File: src/rtl/biphase_pkg.sv
package biphase_pkg;

  typedef enum logic [1:0] {
    PH_IDLE   = 2'd0,
    PH_FIRST  = 2'd1,
    PH_SECOND = 2'd2
  } phase_t;

  typedef struct packed {
    logic load;        // latch data bit and mode at this edge
    logic firstHalf;   // first half-symbol is formed in this cycle
    logic secondHalf;  // second half-symbol is formed, stored bit captured
  } strobe_t;

endpackage

File: src/rtl/biphase_ctrl.sv
module biphase_ctrl
  import biphase_pkg::*;
(
  input  logic    clk,
  input  logic    rstN,
  input  logic    bitValid,
  output strobe_t strb
);

  phase_t phase;
  phase_t phaseNext;
  logic   accept;

  // a new bit may enter while idle or during the closing half of the current bit
  assign accept = bitValid && (phase != PH_FIRST);

  always_comb begin
    if (accept)
      phaseNext = PH_FIRST;
    else if (phase == PH_FIRST)
      phaseNext = PH_SECOND;
    else
      phaseNext = PH_IDLE;
  end

  always_ff @(posedge clk or negedge rstN) begin
    if (!rstN)
      phase <= PH_IDLE;
    else
      phase <= phaseNext;
  end

  always_comb begin
    strb.load       = accept;
    strb.firstHalf  = (phase == PH_FIRST);
    strb.secondHalf = (phase == PH_SECOND);
  end

  AST_FIRST_AFTER_LOAD: assert property (@(posedge clk) disable iff (!rstN)
    strb.load |=> strb.firstHalf);

  AST_SECOND_AFTER_FIRST: assert property (@(posedge clk) disable iff (!rstN)
    strb.firstHalf |=> strb.secondHalf);

  AST_HALVES_EXCLUSIVE: assert property (@(posedge clk) disable iff (!rstN)
    $onehot0({strb.firstHalf, strb.secondHalf}));

endmodule

File: src/rtl/biphase_datapath.sv
module biphase_datapath
  import biphase_pkg::*;
#(
  parameter bit   BALANCED_PATH = 1'b1,
  parameter logic RESET_LEVEL   = 1'b0
) (
  input  logic    clk,
  input  logic    rstN,
  input  logic    clr,
  input  logic    modeSel,
  input  logic    dataIn,
  input  strobe_t strb,
  output logic    lineOut
);

  logic xReg;
  logic modeReg;
  logic bPrev;
  logic muxA;
  logic halfVal;

  // bit and mode are captured together so a mid-bit mode change cannot leak in
  always_ff @(posedge clk or negedge rstN) begin
    if (!rstN) begin
      xReg    <= 1'b0;
      modeReg <= 1'b0;
    end else if (strb.load) begin
      xReg    <= dataIn;
      modeReg <= modeSel;
    end
  end

  // the one stored state bit; clear wins over the end-of-bit capture
  always_ff @(posedge clk or negedge rstN) begin
    if (!rstN)
      bPrev <= 1'b0;
    else if (clr)
      bPrev <= 1'b0;
    else if (strb.secondHalf)
      bPrev <= halfVal;
  end

  // shared operand select: previous half for FM0, data for Manchester
  assign muxA = modeReg ? xReg : bPrev;

  generate
    if (BALANCED_PATH) begin : g_balanced
      logic bXnor;
      logic preSel;
      assign bXnor   = ~(bPrev ^ xReg);
      assign preSel  = strb.firstHalf ? muxA : bXnor;
      assign halfVal = ~preSel;
    end else begin : g_direct
      logic aVal;
      logic bVal;
      assign aVal    = ~muxA;
      assign bVal    = bPrev ^ xReg;
      assign halfVal = strb.firstHalf ? aVal : bVal;
    end
  endgenerate

  always_ff @(posedge clk or negedge rstN) begin
    if (!rstN)
      lineOut <= RESET_LEVEL;
    else if (strb.firstHalf || strb.secondHalf)
      lineOut <= halfVal;
  end

  AST_FM0_BOUNDARY: assert property (@(posedge clk) disable iff (!rstN)
    strb.firstHalf && !modeReg && $past(strb.secondHalf) && !$past(clr)
    |=> lineOut != $past(lineOut));

  AST_FM0_MIDBIT: assert property (@(posedge clk) disable iff (!rstN)
    strb.secondHalf && !modeReg && !$past(clr)
    |=> (lineOut ^ $past(lineOut)) == !$past(xReg));

  AST_MANCH_MIDBIT: assert property (@(posedge clk) disable iff (!rstN)
    strb.secondHalf && modeReg && !bPrev
    |=> lineOut == $past(xReg) && lineOut != $past(lineOut));

  AST_LATCH_STABLE: assert property (@(posedge clk) disable iff (!rstN)
    strb.firstHalf |=> $stable(xReg) && $stable(modeReg));

  AST_CLR_ZERO: assert property (@(posedge clk) disable iff (!rstN)
    clr |=> !bPrev);

  AST_IDLE_HOLD: assert property (@(posedge clk) disable iff (!rstN)
    !strb.firstHalf && !strb.secondHalf |=> $stable(lineOut));

endmodule

File: src/rtl/dual_biphase_encoder.sv
module dual_biphase_encoder
  import biphase_pkg::*;
#(
  parameter bit   BALANCED_PATH = 1'b1,
  parameter logic RESET_LEVEL   = 1'b0
) (
  input  logic clk,
  input  logic rstN,
  input  logic clr,
  input  logic modeSel,
  input  logic bitValid,
  input  logic dataIn,
  output logic lineOut
);

  strobe_t strb;

  biphase_ctrl u_ctrl (
    .clk      (clk),
    .rstN     (rstN),
    .bitValid (bitValid),
    .strb     (strb)
  );

  biphase_datapath #(
    .BALANCED_PATH (BALANCED_PATH),
    .RESET_LEVEL   (RESET_LEVEL)
  ) u_dp (
    .clk     (clk),
    .rstN    (rstN),
    .clr     (clr),
    .modeSel (modeSel),
    .dataIn  (dataIn),
    .strb    (strb),
    .lineOut (lineOut)
  );

endmodule

File: config.mk
export PLATFORM = sky130hd
export DESIGN_NAME = dual_biphase_encoder
export DESIGN_NICKNAME = d
export VERILOG_FILES = /design/src/rtl/biphase_pkg.sv /design/src/rtl/biphase_ctrl.sv /design/src/rtl/biphase_datapath.sv /design/src/rtl/dual_biphase_encoder.sv
export SDC_FILE = /design/constraint.sdc
export NUM_CORES = 1
export LEC_CHECK = 0
export BUFFER_PORTS_ARGS = -buffer_cell sky130_fd_sc_hd__buf_2
export CAP_MARGIN = 10
export CORE_AREA = 5 5 42 44
export CTS_CLUSTER_DIAMETER = 30
export CTS_CLUSTER_SIZE = 30
export DETAILED_ROUTE_END_ITERATION = 7
export DIE_AREA = 0 0 47 49
export HOLD_SLACK_MARGIN = 0.03
export MAX_ROUTING_LAYER = met4
export SYNTH_ARGS = -nofsm -noshare
export SYNTH_HDL_FRONTEND = slang
export SYNTH_SLANG_ARGS = --single-unit
File: constraint.sdc
create_clock -name clk -period 1.6 [get_ports clk]
set_clock_uncertainty 0.15 [all_clocks]
set_input_delay 0.08 -clock clk [delete_from_list [all_inputs] [get_ports clk]]
set_output_delay 0.08 -clock clk [all_outputs]
set_load 0.03 [all_outputs]
==> reports/qor.csv, run 1 <==
stage,metric,value,unit
place,dpl.cell_count,48,
cells_and_area,finish.net_count,49,
power_and_ir_drop,net-switching-power,130,µW
cells_and_area,post_layout_nonfiller_instances,55,
clock_network,maximum_buffer_depth_of_the_clock_tree,2,
global_routing,pin_count_of_the_biggest_net_entering_global_routing,7,
yosys,syn-cell-area,277,µm²
sta,fin_setup_tns,0,ns
global_routing,grt_overflow,0,
detailed_routing,routedWlPerCell,10.5,µm
clock_network,h-tree-depth,1,
sta,slew-limit-headroom,0.800,
place,numPortBuffers,6,
critical_path,worstSetupPathType,flop to flop,
floorplan,dieHeight,49,µm
detailed_routing,count_of_vias_placed_by_the_detailed_router,232,
clock_network,clkTransAtPathRegs,0.05,ns
global_routing,grt_first_pass_wirelength,952,µm
cells_and_area,num_antenna_cells,0,
sta,worst_pin_slew,0.298,ns
detailed_routing,via_density_per_instance,4.22,
min_path,min-delay-path-class,primary input to async pin,
power_and_ir_drop,clock_power_share,0.305,
sta,fmaxAchievable,652,MHz
floorplan,initial_utilization,0.197,
critical_path,worst-endpoint-required,1.55,ns
power_and_ir_drop,power_per_cell_area,1110,nW/µm²
power_and_ir_drop,power.ir.vdd_worst,0.000444,V
cells_and_area,regArea,150,µm²
cells_and_area,final_layout_size_suffix_gt1_frac,0.308,
detailed_routing,ant_nets,0,
clock_network,cts.sinks,6,
place,finalWeightedCongestion,0.757,
clock_network,tritoncts.num_buffers,3,
global_routing,grt_pass1_vias,234,
detailed_routing,drcViolationCount,0,
sta,final_max_slew_viol_count,0,
global_routing,grt_use_total,0.0617,
cells_and_area,total_area_of_multi_input_combinational_cells,111,µm²
power_and_ir_drop,power_frac_seq,0.440,
floorplan,die_width,47,µm
sta,finalHoldWorstSlack,0.0404,ns
power_and_ir_drop,total_leakage_power,0.193,nW
yosys,synth_seq_area_share,0.543,
floorplan,die_area,2300,µm²
floorplan,standard_cell_rows,14,
critical_path,crit_arrival,1.48,ns
detailed_routing,drt_iter0_markers,3,
power_and_ir_drop,power.share.combinational,0.255,
sta,timing.final.setup_violations,0,
critical_path,critPathMaxFanout,6,
critical_path,cp-end-kind,flop,
power_and_ir_drop,total_power,440,µW
sta,period_minus_slack,1.53,ns
detailed_routing,drt_pass1_iterations,4,
power_and_ir_drop,internal-power,310,µW
critical_path,timing.critical_path.from_type,flop,
sta,rsz_0062_raised_after_global_routing,false,
yosys,count_of_yosys_warnings_during_synthesis,0,
yosys,syn_area_per_cell,11.1,µm²
detailed_routing,drt-total-wl,576,µm
clock_network,clock_insertion_delay_worst_skew,0.24,ns
yosys,count_of_unique_library_cells_instantiated_by_yosys,14,
yosys,synthesis.nets,33,
cells_and_area,area.growth.synth_to_final,43.4,%
clock_network,hold_buffers,4,
global_routing,initial_antenna_violation_count,0,
clock_network,post_cts_resize_count,0,
floorplan,boundaryPins,7,
clock_network,cts-root-buf,sky130_fd_sc_hd__clkbuf_4,
power_and_ir_drop,power_switching_share,0.295,
floorplan,core_area,1400,µm²
job,max_cap_violations,0,
cells_and_area,nFillCells,159,
clock_network,clock_tree_from_tritoncts,yes,
sta,period_share,0.958,
yosys,synth_cells,25,
yosys,ys_seq_elements,6,
place,detailedPlacementHpwl,455,µm
clock_network,post-cts-setup-buffers,0,
status,outcome,"finished, final reports clean",
sta,hold_viol,0,
synth_stat cells:
library cell | number | area (µm²)
sky130_fd_sc_hd__nor2b_2 | 1 | 8.76
sky130_fd_sc_hd__o21ai_0 | 1 | 5.00
sky130_fd_sc_hd__dfrtp_1 | 6 | 150
sky130_fd_sc_hd__nor2_1 | 1 | 3.75
sky130_fd_sc_hd__nand2_1 | 1 | 3.75
sky130_fd_sc_hd__nand3_1 | 1 | 5.00
sky130_fd_sc_hd__inv_1 | 4 | 15.0
sky130_fd_sc_hd__a311oi_1 | 2 | 17.5
sky130_fd_sc_hd__or3_1 | 1 | 6.26
sky130_fd_sc_hd__mux2_2 | 1 | 11.3
sky130_fd_sc_hd__ha_1 | 2 | 25.0
sky130_fd_sc_hd__a21oi_1 | 2 | 10.0
sky130_fd_sc_hd__a21o_1 | 1 | 7.51
sky130_fd_sc_hd__o21a_1 | 1 | 7.51
path summary, 6_finish.rpt:
check                           startpoint              end  slack, ns  cells after the start
setup / recovery           u_ctrl.phase[0]     u_dp.lineOut       0.07                      4
hold / removal                        rstN     u_dp.modeReg       0.04                      2
setup reg to reg           u_ctrl.phase[0]     u_dp.lineOut       0.07                      4
hold reg to reg                 u_dp.bPrev       u_dp.bPrev       0.38                      1
max in group asynchronous             rstN        u_dp.xReg       1.11                      2
min in group clk                  bitValid  u_ctrl.phase[0]       0.07                      3
cell families after synthesis:
logic type,Yosys count,share of synthesized area
adder cells (fa/ha/maj),2,0.0905
AND/OR/NAND/NOR,5,0.0995
AO/OA/AOI/OAI,7,0.172
flip-flops,6,0.543
multiplexers,1,0.0407
buffers and inverters,4,0.0543
state kept, by name, summed over array words and instances (netlist names):
register and flops:
u_dp.xReg 1, u_ctrl.phase 2, u_dp.lineOut 1, u_dp.modeReg 1
u_dp.bPrev 1
critical path, cell delays in order, from the launching register on:
cell and delay [ns]:
sky130_fd_sc_hd__dfrtp_1 0.37, sky130_fd_sc_hd__ha_1 0.27, sky130_fd_sc_hd__or3_1 0.32, sky130_fd_sc_hd__a21oi_1 0.18, sky130_fd_sc_hd__a311oi_1 0.08
final cells by class:
type / count / share of cell area
flip-flops and latches: 6 / 0.379
multi-input cells: 15 / 0.281
repair buffers: 11 / 0.196
clock buffers: 3 / 0.0568
well taps: 16 / 0.0505
inverters: 4 / 0.0379
routing by layer:
metal,vias up,GRT usage,part of all wire
met1,111,0.0694,0.41
met4,0,0.0553,0
met3,0,0.0111,0.069
met2,6,0.0882,0.52
met5,-,-,0
li1,115,-,-
per-stage QoR:
stage / util / worst slack, ns / instance area [µm²]
2_1_floorplan: - / 0.217 / 277
3_3_place_gp: 0.238 / 0.154 / 334
3_5_place_dp: 0.238 / 0.0955 / 334
4_1_cts: 0.283 / 0.0804 / 397
5_1_grt: 0.283 / 0.0191 / 397
6_report: 0.283 / 0.0673 / 397
layout by cell type (no fill, tap or decap), drive strengths merged, types with 2 or more instances in the layout:
| cell | count |
|---|---|
| clkbuf | 3 |
| inv | 4 |
| dfrtp | 6 |
| dlygate4sd3 | 4 |
| buf | 7 |
| a311oi | 2 |
| a21oi | 2 |
| ha | 2 |
power by group through the flow:
stage	logic [mW]	clock network, mW	registers [mW]
5_1_grt	0.126	0.150	0.196
3_3_place_gp	0.0992	0	0.194
2_1_floorplan	0.0496	0	0.212
4_1_cts	0.113	0.143	0.193
6_report	0.112	0.134	0.194
3_5_place_dp	0.105	0	0.195
(Power assumes the default switching activity.)
==> run 2: changes to the inputs <==
- CELL_PAD_IN_SITES_DETAIL_PLACEMENT: unset -> 1
- CELL_PAD_IN_SITES_GLOBAL_PLACEMENT: unset -> 2
- PLACE_DENSITY_LB_ADDON: unset -> 0.1
==> run 2 against run 1 <==
Against the previous run:
- routed wire length grew 0.87%
- clock power hardly changed
- critical endpoint unchanged
- largest power group unchanged
- via count fell by 4.3%
==> reports/qor.csv, run 2 (synthesis gave the netlist of run 1 again) <==
stage,metric,value,unit,change
status,outcome,"finished, final reports clean",,
critical_path,worst_path_max_delay_cell,sky130_fd_sc_hd__dfrtp_1,,
power_and_ir_drop,power.ir.vdd_worst,0.000292,V,-34%
min_path,min-delay-path-class,primary input to async pin,,
global_routing,initial_antenna_violation_count,0,,unchanged
cells_and_area,final_core_util,0.283,,unchanged
place,dpl.cell_count,48,,unchanged
clock_network,cts.sinks,6,,unchanged
detailed_routing,drt-total-wl,581,µm,+0.87%
clock_network,hold_buffers,4,,unchanged
sta,rsz_0062_raised_after_global_routing,false,,
place,finalWeightedCongestion,0.618,,-18%
critical_path,regToRegEndpoint,u_dp.lineOut,,
critical_path,cp-end-kind,flop,,
detailed_routing,drcViolationCount,0,,unchanged
floorplan,die_width,47,µm,unchanged
sta,finalHoldWorstSlack,0.0554,ns,+0.0150 ns
detailed_routing,drt_iter0_markers,0,,-3
global_routing,grt_pass1_vias,243,,+3.8%
clock_network,clkTransAtPathRegs,0.05,ns,about the same
detailed_routing,ant_nets,0,,unchanged
place,place_area,334,µm²,unchanged
place,detailedPlacementHpwl,462,µm,+1.5%
critical_path,worst-endpoint-required,1.56,ns,about the same
global_routing,grt_first_pass_wirelength,1040,µm,+8.7%
detailed_routing,routedWlPerCell,10.6,µm,+0.87%
critical_path,critPathMaxStageDelay,0.37,ns,about the same
clock_network,clock_insertion_delay_worst_skew,0.24,ns,about the same
critical_path,critPathMaxFanout,6,,unchanged
detailed_routing,count_of_vias_placed_by_the_detailed_router,222,,-4.3%
sta,timing.final.setup_violations,0,,unchanged
global_routing,grt_overflow,0,,unchanged
cells_and_area,top_register,u_ctrl.phase,,
critical_path,timing.critical_path.from_type,flop,,
cells_and_area,area.growth.synth_to_final,43.4,%,unchanged
detailed_routing,drt_pass1_iterations,1,,-3
sta,period_minus_slack,1.46,ns,-0.0756 ns
cells_and_area,finish.net_count,49,,unchanged
sta,fin_setup_tns,0,ns,unchanged
sta,worst_pin_slew,0.221,ns,-0.0771 ns
floorplan,die_area,2300,µm²,unchanged
power_and_ir_drop,power_per_cell_area,1100,nW/µm²,-0.98%
detailed_routing,via_density_per_instance,4.04,,-4.3%
cells_and_area,nFillCells,171,,+7.5%
clock_network,cts-root-buf,sky130_fd_sc_hd__clkbuf_4,,
cells_and_area,mostFrequentLayoutCells,"6 x sky130_fd_sc_hd__buf_2, 6 x sky130_fd_sc_hd__dfrtp_1, 4 x sky130_fd_sc_hd__inv_1, 4 x sky130_fd_sc_hd__dlygate4sd3_1, 3 x sky130_fd_sc_hd__clkbuf_4",,
power_and_ir_drop,total_leakage_power,0.193,nW,unchanged
sta,period_share,0.911,,-0.0472
critical_path,r2r_setup_slack,0.14,ns,+0.08 ns
cells_and_area,total_area_of_multi_input_combinational_cells,111,µm²,unchanged
floorplan,boundaryPins,7,,unchanged
job,max_cap_violations,0,,unchanged
clock_network,h-tree-depth,1,,unchanged
global_routing,grt_use_total,0.0659,,+0.00421
clock_network,clock_tree_from_tritoncts,yes,,
floorplan,standard_cell_rows,14,,unchanged
clock_network,post_cts_resize_count,0,,unchanged
place,numPortBuffers,6,,unchanged
global_routing,pin_count_of_the_biggest_net_entering_global_routing,7,,unchanged
clock_network,maximum_buffer_depth_of_the_clock_tree,2,,unchanged
cells_and_area,regArea,150,µm²,unchanged
critical_path,reg2reg_depth,4,,unchanged
cells_and_area,final_layout_size_suffix_gt1_frac,0.308,,unchanged
floorplan,dieHeight,49,µm,unchanged
critical_path,r2r-start,u_ctrl.phase[0],,
clock_network,tritoncts.num_buffers,3,,unchanged
critical_path,worstSetupPathType,flop to flop,,
cells_and_area,finalInstanceArea,397,µm²,unchanged
floorplan,core_area,1400,µm²,unchanged
cells_and_area,largest_register_ffs,2,,unchanged
sta,slew-limit-headroom,0.853,,+0.0528
critical_path,path_cells,ha_1 -> or3_1 -> a21oi_1 -> a311oi_1,,
cells_and_area,post_layout_nonfiller_instances,55,,unchanged
floorplan,initial_utilization,0.197,,unchanged
critical_path,crit_arrival,1.42,ns,-0.06 ns
sta,hold_viol,0,,unchanged
sta,fmaxAchievable,686,MHz,+5.2%
cells_and_area,num_antenna_cells,0,,unchanged
clock_network,post-cts-setup-buffers,0,,unchanged
sta,final_max_slew_viol_count,0,,unchanged
## run 2: per-stage QoR
stage                     power [mW]  setup WS [ns]
after floorplan                0.262          0.217
after global placement         0.298          0.161
after detailed placement       0.298          0.134
after CTS                      0.449          0.133
after global routing           0.472         0.0124
final                          0.436          0.143
## run 2: layout make-up
type / instances / area share
repair buffers: 11 / 0.196
flip-flops and latches: 6 / 0.379
multi-input cells: 15 / 0.281
inverters: 4 / 0.0379
clock buffers: 3 / 0.0568
well taps: 16 / 0.0505
## run 2: power by group
part           internal (mW)  leakage [nW]  total [mW]  switching (mW)
Clock                 0.0846        0.0138       0.136          0.0509
Sequential             0.177        0.0734       0.194          0.0167
Combinational         0.0486         0.105       0.107          0.0581
## run 2: routing by layer
metal	track usage	part of all wire	routed length [µm]
met1	0.0889	0.52	304
met2	0.0747	0.39	229
met3	0.0332	0.083	48
met4	0.0415	0	0
met5	-	0	0
## run 2: how the worst max path moves through the flow
stage	startpoint	endpoint	slack (ns)	cells after the start
3_5_place_dp	u_ctrl.phase[0]	u_dp.lineOut	0.13	4
6_report	u_ctrl.phase[0]	u_dp.lineOut	0.14	4
3_3_place_gp	u_ctrl.phase[0]	u_dp.lineOut	0.16	4
4_1_cts	u_ctrl.phase[1]	u_dp.lineOut	0.13	5
2_1_floorplan	u_ctrl.phase[0]	u_dp.lineOut	0.22	4
5_1_grt	u_ctrl.phase[1]	u_dp.lineOut	0.01	5
## run 2: worst max-delay path, delay by kind of cell (launching register included)
family	cells	cell delay, ns
adders and majority gates	1	0.28
DFF	1	0.37
and+or+nand+nor	1	0.32
AOI/OAI and AO/OA	2	0.21
